## config.mk

```make
export PLATFORM = sky130hd
export DESIGN_NAME = pcm_clkgen
export DESIGN_NICKNAME = d
export VERILOG_FILES = /design/src/rtl/pcm_gen_pkg.sv /design/src/rtl/pcm_cfg_hold.sv /design/src/rtl/pcm_bclk_acc.sv /design/src/rtl/pcm_frame_seq.sv /design/src/rtl/pcm_clkgen.sv
export SDC_FILE = /design/constraint.sdc
export NUM_CORES = 1
export LEC_CHECK = 0
export BUFFER_PORTS_ARGS = -buffer_cell sky130_fd_sc_hd__clkbuf_2
export CAP_MARGIN = 25
export CORE_MARGIN = 2
export CORE_UTILIZATION = 50
export CTS_BUF_LIST = sky130_fd_sc_hd__clkbuf_2 sky130_fd_sc_hd__clkbuf_4 sky130_fd_sc_hd__clkbuf_8
export DETAILED_ROUTE_END_ITERATION = 8
export PLACE_DENSITY = 0.69
export REMOVE_ABC_BUFFERS = 1
export SYNTH_ARGS = -nofsm -noshare
export SYNTH_HDL_FRONTEND = slang
export SYNTH_SLANG_ARGS = --single-unit
export TNS_END_PERCENT = 1
```

## constraint.sdc

```tcl
create_clock -name clk -period 5.3 [get_ports clk]
set_clock_uncertainty 0.15 [all_clocks]
set_input_delay 0.53 -clock clk [delete_from_list [all_inputs] [get_ports clk]]
set_output_delay 0.53 -clock clk [all_outputs]
set_load 0.01 [all_outputs]
```

## src/rtl/pcm_gen_pkg.sv

```systemverilog
package pcm_gen_pkg;

  localparam int CFG_W    = 32;
  localparam int LIM_LSB  = 0;
  localparam int LIM_W    = 13;
  localparam int RATE_LSB = 16;
  localparam int RATE_W   = 8;
  localparam int DIV_LSB  = 24;
  localparam int DIV_W    = 8;
  // one divider step is 2**UNIT_SH bit clocks
  localparam int UNIT_SH  = 3;
  localparam int FRM_W    = DIV_W + UNIT_SH;
  localparam int LONG_HI  = 8;

  typedef struct packed {
    logic [DIV_W-1:0]  div;
    logic [RATE_W-1:0] rate;
    logic [LIM_W-1:0]  lim;
  } pcm_cfg_t;

  function automatic pcm_cfg_t cfg_decode(input logic [CFG_W-1:0] w);
    pcm_cfg_t c;
    c.lim  = w[LIM_LSB  +: LIM_W];
    c.rate = w[RATE_LSB +: RATE_W];
    c.div  = w[DIV_LSB  +: DIV_W];
    return c;
  endfunction

  // returns {toggle, next accumulator}
  function automatic logic [LIM_W:0] acc_step(input logic [LIM_W-1:0]  acc,
                                              input logic [RATE_W-1:0] rate,
                                              input logic [LIM_W-1:0]  lim);
    logic [LIM_W:0] sum;
    logic [LIM_W:0] rem;
    sum = {1'b0, acc} + {{(LIM_W+1-RATE_W){1'b0}}, rate};
    if (sum >= {1'b0, lim}) begin
      rem = sum - {1'b0, lim};
      if (rem >= {1'b0, lim}) rem = '0;
      return {1'b1, rem[LIM_W-1:0]};
    end
    return {1'b0, sum[LIM_W-1:0]};
  endfunction

  function automatic logic [FRM_W-1:0] frame_bits(input logic [DIV_W-1:0] div);
    return {div, {UNIT_SH{1'b0}}};
  endfunction

  function automatic logic sync_on(input logic [FRM_W-1:0] pos, input logic long_sel);
    logic [FRM_W-1:0] hi;
    hi = long_sel ? FRM_W'(LONG_HI) : FRM_W'(1);
    return pos < hi;
  endfunction

endpackage

```

## src/rtl/pcm_cfg_hold.sv

```systemverilog
module pcm_cfg_hold
  import pcm_gen_pkg::*;
#(
  parameter logic [CFG_W-1:0] RESET_CFG = '0
) (
  input  logic             clk,
  input  logic             rst,
  input  logic [CFG_W-1:0] cfg_word,
  input  logic             frame_end,
  output pcm_cfg_t         act,
  output logic             act_halt,
  output logic             load
);

  pcm_cfg_t req;
  pcm_cfg_t act_q;
  logic     pending;
  logic     no_frame;

  assign req      = cfg_decode(cfg_word);
  assign pending  = (req != act_q);
  assign act_halt = (act_q.rate == '0) || (act_q.lim == '0);
  assign no_frame = (act_q.div == '0);
  assign load     = pending && (act_halt || no_frame || frame_end);
  assign act      = act_q;

  always_ff @(posedge clk) begin
    if (rst)       act_q <= cfg_decode(RESET_CFG);
    else if (load) act_q <= req;
  end

endmodule

```

## src/rtl/pcm_bclk_acc.sv

```systemverilog
module pcm_bclk_acc
  import pcm_gen_pkg::*;
#(
  parameter int AW = LIM_W,
  parameter int RW = RATE_W
) (
  input  logic          clk,
  input  logic          rst,
  input  logic          restart,
  input  logic          halt,
  input  logic [RW-1:0] rate,
  input  logic [AW-1:0] lim,
  output logic          bclk,
  output logic          rise_evt,
  output logic          rise_q,
  output logic [AW-1:0] acc
);

  logic [AW:0]   step;
  logic [AW-1:0] acc_q;
  logic          bclk_q;
  logic          rise_r;

  assign step     = acc_step(acc_q, rate, lim);
  assign rise_evt = !halt && step[AW] && !bclk_q;

  always_ff @(posedge clk) begin
    if (rst || restart || halt) begin
      acc_q  <= '0;
      bclk_q <= 1'b0;
      rise_r <= 1'b0;
    end else begin
      acc_q <= step[AW-1:0];
      if (step[AW]) bclk_q <= ~bclk_q;
      rise_r <= rise_evt;
    end
  end

  assign bclk   = bclk_q;
  assign rise_q = rise_r;
  assign acc    = acc_q;

endmodule

```

## src/rtl/pcm_frame_seq.sv

```systemverilog
module pcm_frame_seq
  import pcm_gen_pkg::*;
#(
  parameter int DW = DIV_W,
  parameter int FW = FRM_W
) (
  input  logic          clk,
  input  logic          rst,
  input  logic          restart,
  input  logic          rise_evt,
  input  logic [DW-1:0] div,
  input  logic          sync_long,
  output logic          sync_q,
  output logic          frame_end
);

  localparam logic [FW-1:0] ONE = FW'(1);

  logic [FW-1:0] nxt_q;
  logic [FW-1:0] frame_len;
  logic          sync_r;

  assign frame_len = frame_bits(div);
  assign frame_end = rise_evt && (nxt_q == '0);

  always_ff @(posedge clk) begin
    if (rst || restart) begin
      nxt_q  <= '0;
      sync_r <= 1'b0;
    end else if (rise_evt) begin
      if (frame_len == '0) begin
        nxt_q  <= '0;
        sync_r <= 1'b0;
      end else begin
        sync_r <= sync_on(nxt_q, sync_long);
        nxt_q  <= (nxt_q == frame_len - ONE) ? '0 : nxt_q + ONE;
      end
    end
  end

  assign sync_q = sync_r;

endmodule

```

## src/rtl/pcm_clkgen.sv

```systemverilog
module pcm_clkgen
  import pcm_gen_pkg::*;
#(
  parameter logic [CFG_W-1:0] RESET_CFG = '0
) (
  input  logic             clk,
  input  logic             rst,
  input  logic [CFG_W-1:0] cfg_word,
  input  logic             sync_force_low,
  input  logic             sync_long,
  output logic             pcm_clk,
  output logic             pcm_sync,
  output logic             bclk_rise
);

  pcm_cfg_t          act;
  logic              act_halt;
  logic              load;
  logic              frame_end;
  logic              rise_evt;
  logic              sync_q;
  logic [LIM_W-1:0]  acc_w;
  logic [LIM_W-1:0]  act_lim;

  assign act_lim = act.lim;

  pcm_cfg_hold #(.RESET_CFG(RESET_CFG)) u_cfg (
    .clk       (clk),
    .rst       (rst),
    .cfg_word  (cfg_word),
    .frame_end (frame_end),
    .act       (act),
    .act_halt  (act_halt),
    .load      (load)
  );

  pcm_bclk_acc #(.AW(LIM_W), .RW(RATE_W)) u_acc (
    .clk      (clk),
    .rst      (rst),
    .restart  (load),
    .halt     (act_halt),
    .rate     (act.rate),
    .lim      (act.lim),
    .bclk     (pcm_clk),
    .rise_evt (rise_evt),
    .rise_q   (bclk_rise),
    .acc      (acc_w)
  );

  pcm_frame_seq #(.DW(DIV_W), .FW(FRM_W)) u_frm (
    .clk       (clk),
    .rst       (rst),
    .restart   (load),
    .rise_evt  (rise_evt),
    .div       (act.div),
    .sync_long (sync_long),
    .sync_q    (sync_q),
    .frame_end (frame_end)
  );

  assign pcm_sync = sync_q & ~sync_force_low;

endmodule

```

==> results.tsv, run 1 <==
stage	metric	value	unit
worst_setup_path	CP dominant cell by count	ha_1	
detailed_routing	Final ANT Viol Nets	0	
detailed_routing	WL/cell	16.6	µm
synthesis	Async SR Flop Fraction	0	%
worst_setup_path	Req. time, crit path	5.41	ns
synthesis	synth warn	0	
clock_network	Root Buffer	clkbuf_8	
synthesis	top cell type by total area after synthesis	dfxtp_1	
synthesis	post-synthesis instance area	4390	µm²
synthesis	Top FF cell, synth	dfxtp_1	
clock_network	CTS tree	yes	
global_route	vias in the first global route	3908	
clock_network	Worst-path clk slew	0.12	ns
hold_path	Hold Crit Class	primary input to flip-flop	
synthesis	flops & latches, synth	56	
global_route	initial antenna violation count	0	
floorplanning	# rows	34	
synthesis	Syn Area/Cell	8.02	µm²
timing	crit path time final	5.11	ns
global_route	largest net degree at the start of global routing	35	
worst_setup_path	Worst Setup Path Type	flip-flop to flip-flop	
clock_network	clock buffer depth	2	
global_route	GRT Util Overall	23.6	%
floorplanning	io pins	39	
worst_setup_path	Worst Path Buf+Inv	3	
placement	PortBufs	35	
synthesis	Post-synth top cells	56 x dfxtp_1, 54 x a21oi_1, 51 x nand3_1	
clock_network	Clock Sinks	56	
worst_setup_path	endpoint class of the critical path	flip-flop	
synthesis	post-synth top area share	25.5	%
timing	Slew @ Worst Pin	0.905	ns
synthesis	Synth area leaders	dfxtp_1 26%, ha_1 11%, xnor2_1 8.0%, a21oi_1 6.2%, nand3_1 5.8%	
finish	register area	1120	µm²
clock_network	Inserted Clock Buffers	5	
status	status	completed	
hold_path	min-delay src	cfg_word[10]	
global_route	global-route wire length before repair	18800	µm
floorplanning	die area	9550	µm²
timing	final hold slack	0.300	ns
placement	pre-CTS setup slack	-0.0331	ns
placement	HPWL after DPL	8730	µm
timing	Worst slew margin	39.7	%
detailed_routing	Routed WL	11400	µm
timing	period utilisation layout	96.5	%
detailed_routing	routed vias/inst	5.98	
synthesis	Synth cell types	63	
finish	share of layout cells above drive strength 1	15.4	%
floorplanning	core area	8640	µm²
worst_setup_path	Crit path arrival time	5.22	ns
detailed_routing	initial DRC count	174	
global_route	GR Overflow Total	0	
finish	non-filler cells, final	691	
placement	RD Place Congestion	0.913	
worst_setup_path	CP peak stage delay	0.37	ns
detailed_routing	residual DRC count	0	
timing	final hold violation count	0	
hold_path	hold endpoint	u_cfg.act[10]$_SDFFE_PP0P_	
worst_setup_path	Reg2Reg Capture Point	u_acc.acc[9]$_SDFF_PP0_	
timing	endpoints failing setup	0	
worst_setup_path	CP cell instances	ha_1 > inv_1 > fa_2 > nor2b_1 > o21ai_0 > a21o_1 > nor2b_1 > xnor2_1 > ha_1 > a21o_1 > a221oi_2 > nand2_2 > a31oi_4 > xor2_2 > inv_1 > ha_1 > nor3_1 > nor2_1 > a22o_1 > a31o_2 > a221oi_4 > buf_6 > nand3_1 > a21oi_2	
finish	area grow syn2layout	11.3	%
timing	fmax	0.196	GHz
worst_setup_path	CP max stage cell	ha_1	
synthesis	Mapped Cells	548	
synthesis	sequential element share of the synthesized area	25.5	%
timing	max-slew violations	0	
worst_setup_path	Top delay family on crit path	compound AO/OA/AOI/OAI gates	
finish	nets	659	
timing	final setup margin	0.188	ns
floorplanning	DIE WIDTH	97.7	µm
worst_setup_path	startpoint types	flip-flop	
worst_setup_path	CP max FO	7	
clock_network	Worst-Skew Late Latency	0.33	ns
hold_path	Min-Delay Path Depth	3	
finish	# diodes	0	
finish	Layout fillers	844	
floorplanning	Initial Util	50.9	%
finish	area of the multi-input gates	3130	µm²
clock_network	# hold bufs at CTS	0	
clock_network	htree depth	2	
synthesis	count leader, synth	dfxtp_1	
worst_setup_path	R2R setup slack	0.19	ns
synthesis	number of synthesized flops with an enable pin	0	
worst_setup_path	Critical R2R Launch	u_cfg.act[13]$_SDFFE_PP0P_	
detailed_routing	Via Count	4135	
worst_setup_path	reg2reg path depth	24	
floorplanning	Die Height	97.7	µm
detailed_routing	First-pass DRT Iterations	4	
job	maxcap violations	0	
placement	Placed Cells incl. Taps	681	
[how the worst max path moves through the flow]
stage	start	endpoint	depth (start not counted)
6_report	u_cfg.act[13]$_SDFFE_PP0P_	u_acc.acc[9]$_SDFF_PP0_	24
3_3_place_gp	u_cfg.act[13]$_SDFFE_PP0P_	u_acc.acc[7]$_SDFF_PP0_	24
5_1_grt	u_cfg.act[13]$_SDFFE_PP0P_	u_acc.acc[9]$_SDFF_PP0_	25
2_1_floorplan	u_cfg.act[13]$_SDFFE_PP0P_	u_acc.acc[7]$_SDFF_PP0_	24
3_5_place_dp	u_cfg.act[13]$_SDFFE_PP0P_	u_acc.acc[7]$_SDFF_PP0_	24
4_1_cts	u_cfg.act[13]$_SDFFE_PP0P_	u_acc.acc[9]$_SDFF_PP0_	25
[registers in the layout, summed over array words and instances, names as in the netlist]
signal and count:
u_frm.sync_q 1, u_acc.acc 13, u_cfg.act 29, u_acc.bclk 1, u_frm.nxt_q 11, u_acc.rise_q 1
[stage by stage]
step / util, % / cell area (µm²) / TNS (ns)
2_1_floorplan: - / 4270 / 0
3_3_place_gp: 54.3 / 4690 / -0.0250
3_5_place_dp: 54.3 / 4690 / -0.0331
4_1_cts: 55.5 / 4800 / 0
5_1_grt: 56.6 / 4890 / -0.0494
6_report: 56.6 / 4890 / 0
[cells in the final DEF (no fill, tap or decap), types with 5 or more instances in the layout]
cell type  count
a211oi_1       7
a21o_1         6
a21oi_1       52
and3_1        11
buf_4         15
clkbuf_2      35
clkbuf_8       5
dfxtp_1       55
ha_1          39
inv_1         28
nand2_1       26
nand2b_1       7
nand3_1       51
nand4_1        9
nor2_1        27
nor2b_1        7
nor3_1         9
nor4_1        10
o21ai_0       41
o31ai_1        6
or4_1          5
xnor2_1       40
xor2_1        24
[worst register-to-register path, stage by stage (launching register included)]
cell	delay, ns
dfxtp_2	0.35
ha_1	0.16
inv_1	0.05
fa_2	0.35
nor2b_1	0.11
o21ai_0	0.10
a21o_1	0.23
nor2b_1	0.15
xnor2_1	0.24
ha_1	0.37
a21o_1	0.23
a221oi_2	0.30
nand2_2	0.13
a31oi_4	0.20
xor2_2	0.17
inv_1	0.06
ha_1	0.21
nor3_1	0.22
nor2_1	0.07
a22o_1	0.23
a31o_2	0.24
a221oi_4	0.32
buf_6	0.18
nand3_1	0.10
a21oi_2	0.14
[timing repair]
item                       4_1_cts  5_1_grt
buffers inserted                 0        2
resized for setup                2       16
hold endpoints to repair         0        0
setup endpoints to repair        1       13
pin swaps                        0        9
[per-layer routing]
layer | share of wire, % | wire, µm | GRT usage [%]
met5 | 0 | 0 | 0
met4 | 2.0 | 231 | 5.98
met3 | 3.8 | 437 | 2.36
met2 | 47 | 5400 | 40.2
met1 | 47 | 5370 | 32.3
[logic make-up after synthesis]
family	synth area share, %
flops	25.5
xor+xnor	13.5
simple gates	20.9
buf+inv	5.16
compound gates	22.8
fa+ha+maj	12.0
[cell type report]
class                           instances  share of cell area (%)
Sequential cell                        56                    23.0
Multi-Input combinational cell        440                    64.0
Tap cell                              108                    2.76
Clock inverter                          3                   0.589
Clock buffer                            5                    1.41
Timing Repair Buffer                   51                    6.12
Inverter                               28                    2.15
Power of run 1 is not shown: default switching activity piles up to over one toggle a cycle in this logic, so the estimate is an artifact.
==> run 2, diff against run 1 <==
- CORE_MARGIN: 2 -> not set
==> results.tsv, run 2 (same netlist as run 1, synthesis figures left out) <==
stage	metric	value	unit
floorplanning	die area	9170	µm²
detailed_routing	Via Count	4069	
detailed_routing	WL/cell	16.1	µm
detailed_routing	Final ANT Viol Nets	0	
worst_setup_path	startpoint types	flip-flop	
job	maxcap violations	0	
placement	pre-CTS setup slack	-0.0384	ns
timing	final hold violation count	0	
worst_setup_path	Worst Setup Path Type	flip-flop to flip-flop	
worst_setup_path	Top delay family on crit path	compound AO/OA/AOI/OAI gates	
global_route	global-route wire length before repair	17800	µm
worst_setup_path	R2R setup slack	0.27	ns
placement	HPWL after DPL	8330	µm
floorplanning	io pins	39	
finish	# diodes	0	
timing	final setup margin	0.272	ns
clock_network	clock buffer depth	2	
worst_setup_path	CP peak stage delay	0.35	ns
finish	commonest non-fill, non-tap cells in the layout	56 x dfxtp_1, 52 x a21oi_1, 51 x nand3_1, 41 x o21ai_0, 40 x xnor2_1	
worst_setup_path	CP max FO	7	
floorplanning	DIE WIDTH	95.7	µm
clock_network	Inserted Clock Buffers	5	
global_route	GRT Util Overall	25.0	%
floorplanning	Initial Util	52.7	%
clock_network	CTS tree	yes	
finish	share of layout cells above drive strength 1	15.1	%
finish	commonest non-fill, non-tap cell in the layout	dfxtp_1	
detailed_routing	routed vias/inst	5.91	
floorplanning	Die Height	95.7	µm
timing	crit path time final	5.03	ns
clock_network	Worst-Skew Late Latency	0.31	ns
clock_network	Root Buffer	clkbuf_8	
placement	RD Place Congestion	0.961	
worst_setup_path	CP dominant cell by count	ha_1	
worst_setup_path	Req. time, crit path	5.40	ns
timing	Worst slew margin	40.4	%
clock_network	Worst-path clk slew	0.10	ns
placement	PortBufs	35	
detailed_routing	Routed WL	11100	µm
global_route	largest net degree at the start of global routing	35	
finish	cell area after layout	4880	µm²
global_route	vias in the first global route	3724	
status	status	completed	
detailed_routing	residual DRC count	0	
global_route	initial antenna violation count	0	
timing	max-slew violations	0	
finish	nets	659	
detailed_routing	initial DRC count	295	
clock_network	Clock Sinks	56	
finish	Layout fillers	776	
timing	period utilisation layout	94.9	%
worst_setup_path	endpoint class of the critical path	flip-flop	
worst_setup_path	CP cell instances	ha_1 > inv_1 > fa_2 > nor2b_1 > o21ai_1 > a21o_1 > nor2b_1 > xnor2_1 > ha_1 > a21o_1 > a221oi_4 > nand2_2 > a31oi_2 > xor2_1 > inv_1 > ha_1 > nor3_1 > o21ai_0 > a22o_1 > a31o_2 > a221oi_4 > buf_6 > nand3_1 > a21oi_2	
finish	area grow syn2layout	11.2	%
floorplanning	# rows	33	
worst_setup_path	CP max stage cell	dfxtp_1	
hold_path	Hold Crit Class	flip-flop to flip-flop	
timing	fmax	0.199	GHz
worst_setup_path	Worst Path Buf+Inv	3	
clock_network	htree depth	2	
finish	max reg flops	29	
timing	setup repair after global routing missed its margin	no	
floorplanning	core area	8340	µm²
placement	DP Area	4680	µm²
global_route	GR Overflow Total	0	
timing	Slew @ Worst Pin	0.894	ns
detailed_routing	First-pass DRT Iterations	4	
timing	endpoints failing setup	0	
worst_setup_path	Crit path arrival time	5.12	ns
-- run 2: worst min-delay path, delay by kind of cell (launching register included) --
kind / cells / cell delay, ns
AND/OR/NAND/NOR: 1 / 0.05
AO/OA/AOI/OAI: 1 / 0.05
flip-flops: 1 / 0.32
-- run 2: layout make-up --
class                   count  area (µm²)  share of cell area, %
clock inverters             1        7.51                  0.154
clock buffers               7        90.1                   1.84
multi-input cells         440        3130                   64.1
flip-flops and latches     56        1120                   23.0
repair buffers             51         299                   6.12
well taps                 105         131                   2.69
inverters                  28         105                   2.15
-- run 2: metal layers --
| layer | share of wire, % | wire [µm] | vias to the layer above | global-route usage (%) |
|---|---|---|---|---|
| met3 | 3.4 | 373 | 10 | 3.32 |
| li1 | - | - | 2061 | - |
| met4 | 1.1 | 118 | 0 | 5.10 |
| met1 | 47 | 5210 | 1917 | 33.7 |
| met2 | 49 | 5380 | 81 | 42.7 |
| met5 | 0 | 0 | - | 0 |
-- run 2: path summary, 6_finish.rpt --
check | from | cells past startpoint | end
worst max register to register | u_cfg.act[13]$_SDFFE_PP0P_ | 24 | u_acc.acc[12]$_SDFF_PP0_
worst max-delay path | u_cfg.act[13]$_SDFFE_PP0P_ | 24 | u_acc.acc[12]$_SDFF_PP0_
worst min register to register | u_frm.sync_q$_SDFFE_PP0P_ | 2 | u_frm.sync_q$_SDFFE_PP0P_
worst min-delay path | u_frm.sync_q$_SDFFE_PP0P_ | 2 | u_frm.sync_q$_SDFFE_PP0P_
-- run 2: what timing repair did --
| action | 4_1_cts | 5_1_grt |
|---|---|---|
| pin swaps | 0 | 9 |
| hold buffers | 0 | 0 |
| endpoints found under the setup margin | 9 | 13 |
| endpoints found under the hold margin | 0 | 0 |
| setup buffers | 0 | 3 |
| resized for setup | 2 | 15 |
-- run 2: stage by stage --
step	utilization [%]	hold WS (ns)	setup TNS [ns]	instances
6_report	58.6	0.317	0	688
5_1_grt	58.6	0.321	0	688
4_1_cts	57.4	0.320	0	685
3_5_place_dp	56.1	0.306	-0.0539	677
3_3_place_gp	56.1	0.299	0	677
2_1_floorplan	-	0.279	0	524
Power of run 2 is left out for the same reason.
==> run 3, diff against run 2 <==
- PLACE_DENSITY: 0.69 -> 0.73
==> results.tsv, run 3 (same netlist as run 1, synthesis figures left out) <==
stage	metric	value	unit
detailed_routing	WL/cell	16.5	µm
status	status	completed	
timing	endpoints failing setup	0	
worst_setup_path	Critical R2R Launch	u_cfg.act[13]$_SDFFE_PP0P_	
floorplanning	die area	9170	µm²
detailed_routing	Via Count	4130	
worst_setup_path	CP peak stage delay	0.35	ns
clock_network	Inserted Clock Buffers	5	
floorplanning	io pins	39	
placement	DP Area	4670	µm²
floorplanning	DIE WIDTH	95.7	µm
clock_network	Clock Sinks	56	
global_route	largest net degree at the start of global routing	35	
timing	Worst slew margin	42.5	%
placement	PortBufs	35	
clock_network	# hold bufs at CTS	0	
worst_setup_path	reg2reg path depth	25	
clock_network	CTS tree	yes	
global_route	initial antenna violation count	0	
finish	# diodes	0	
worst_setup_path	crit path from	u_cfg.act[13]$_SDFFE_PP0P_	
detailed_routing	residual DRC count	0	
worst_setup_path	Crit path arrival time	5.25	ns
worst_setup_path	Worst Setup EP	u_acc.acc[12]$_SDFF_PP0_	
finish	area grow syn2layout	11.0	%
clock_network	Root Buffer	clkbuf_8	
floorplanning	Die Height	95.7	µm
worst_setup_path	endpoint class of the critical path	flip-flop	
finish	max reg flops	29	
job	maxcap violations	0	
timing	fmax	0.194	GHz
global_route	global-route wire length before repair	18200	µm
worst_setup_path	CP max FO	7	
global_route	vias in the first global route	3844	
finish	register area	1120	µm²
floorplanning	core area	8340	µm²
global_route	GR Overflow Total	0	
timing	crit path time final	5.16	ns
worst_setup_path	Top delay family on crit path	compound AO/OA/AOI/OAI gates	
floorplanning	Initial Util	52.7	%
worst_setup_path	Worst Path Buf+Inv	3	
finish	share of layout cells above drive strength 1	16.0	%
floorplanning	# rows	33	
finish	nets	659	
timing	period utilisation layout	97.3	%
worst_setup_path	Reg2Reg Capture Point	u_acc.acc[12]$_SDFF_PP0_	
detailed_routing	Routed WL	11300	µm
worst_setup_path	Worst Setup Path Type	flip-flop to flip-flop	
clock_network	clock buffer depth	2	
clock_network	Worst-Skew Late Latency	0.33	ns
clock_network	Worst-path clk slew	0.11	ns
global_route	GRT Util Overall	25.6	%
timing	final hold violation count	0	
worst_setup_path	R2R setup slack	0.14	ns
finish	Layout fillers	764	
detailed_routing	First-pass DRT Iterations	5	
worst_setup_path	startpoint types	flip-flop	
worst_setup_path	Critical Path Stages	25	
hold_path	Hold Crit Class	primary input to flip-flop	
finish	cell area after layout	4870	µm²
detailed_routing	initial DRC count	262	
finish	commonest non-fill, non-tap cells in the layout	55 x dfxtp_1, 51 x nand3_1, 50 x a21oi_1, 42 x o21ai_0, 40 x xnor2_1	
timing	max-slew violations	0	
clock_network	htree depth	2	
worst_setup_path	Req. time, crit path	5.40	ns
finish	area of the multi-input gates	3120	µm²
placement	HPWL after DPL	8550	µm
finish	commonest non-fill, non-tap cell in the layout	dfxtp_1	
worst_setup_path	CP max stage cell	dfxtp_2	
timing	Slew @ Worst Pin	0.862	ns
placement	RD Place Congestion	0.936	
detailed_routing	routed vias/inst	6.00	
detailed_routing	Final ANT Viol Nets	0	
run 3: cell types whose count changed in the layout (fill, tap and decap cells not counted), moves of 2 or more:
cell | before | now
ha_1 | 39 | 36
a21oi_1 | 52 | 50
ha_2 | 0 | 2
a21oi_2 | 1 | 4
run 3: worst min-delay path, cell delays in order:
cell      delay (ns)
clkbuf_2        0.09
o21ai_0         0.06
a21oi_1         0.06
run 3: area by class of cell:
class	instances	share of cell area, %
clock buffers	6	1.57
clock inverters	2	0.334
inverters	28	2.16
multi-input cells	440	64.1
flip-flops and latches	56	23.0
well taps	105	2.70
repair buffers	51	6.13
run 3: stage by stage:
stage,util [%],worst slack (ns),hold WS [ns],cells,setup TNS (ns)
2_1_floorplan,-,0.379,0.279,524,0
3_3_place_gp,56.0,0.152,0.301,676,0
3_5_place_dp,56.0,0.0902,0.305,676,0
4_1_cts,57.1,0.0338,0.312,684,0
5_1_grt,58.4,-0.0666,0.322,688,-0.180
6_report,58.4,0.143,0.302,688,0
run 3: routing by layer:
metal | track usage [%] | wire (µm) | vias up
li1 | - | - | 2060
met1 | 34.6 | 5160 | 1943
met2 | 42.0 | 5560 | 108
met3 | 3.32 | 406 | 19
met4 | 8.71 | 221 | 0
met5 | 0 | 0 | -
run 3: worst min path at each step:
stage / end / cells after the start / from / slack [ns]
floorplan: u_frm.sync_q$_SDFFE_PP0P_ / 2 / u_frm.sync_q$_SDFFE_PP0P_ / 0.28
global placement: u_frm.sync_q$_SDFFE_PP0P_ / 2 / u_frm.sync_q$_SDFFE_PP0P_ / 0.30
detailed placement: u_frm.sync_q$_SDFFE_PP0P_ / 2 / u_frm.sync_q$_SDFFE_PP0P_ / 0.30
CTS: u_cfg.act[1]$_SDFFE_PP0P_ / 3 / cfg_word[1] / 0.31
global route: u_cfg.act[3]$_SDFFE_PP0P_ / 3 / cfg_word[3] / 0.32
finish: u_cfg.act[1]$_SDFFE_PP0P_ / 3 / cfg_word[1] / 0.30
run 3: repair_timing:
action / CTS / global route
buffers inserted: 0 / 4
setup endpoints to repair: 0 / 13
resized for setup: 0 / 18
Power of run 3 is left out for the same reason.
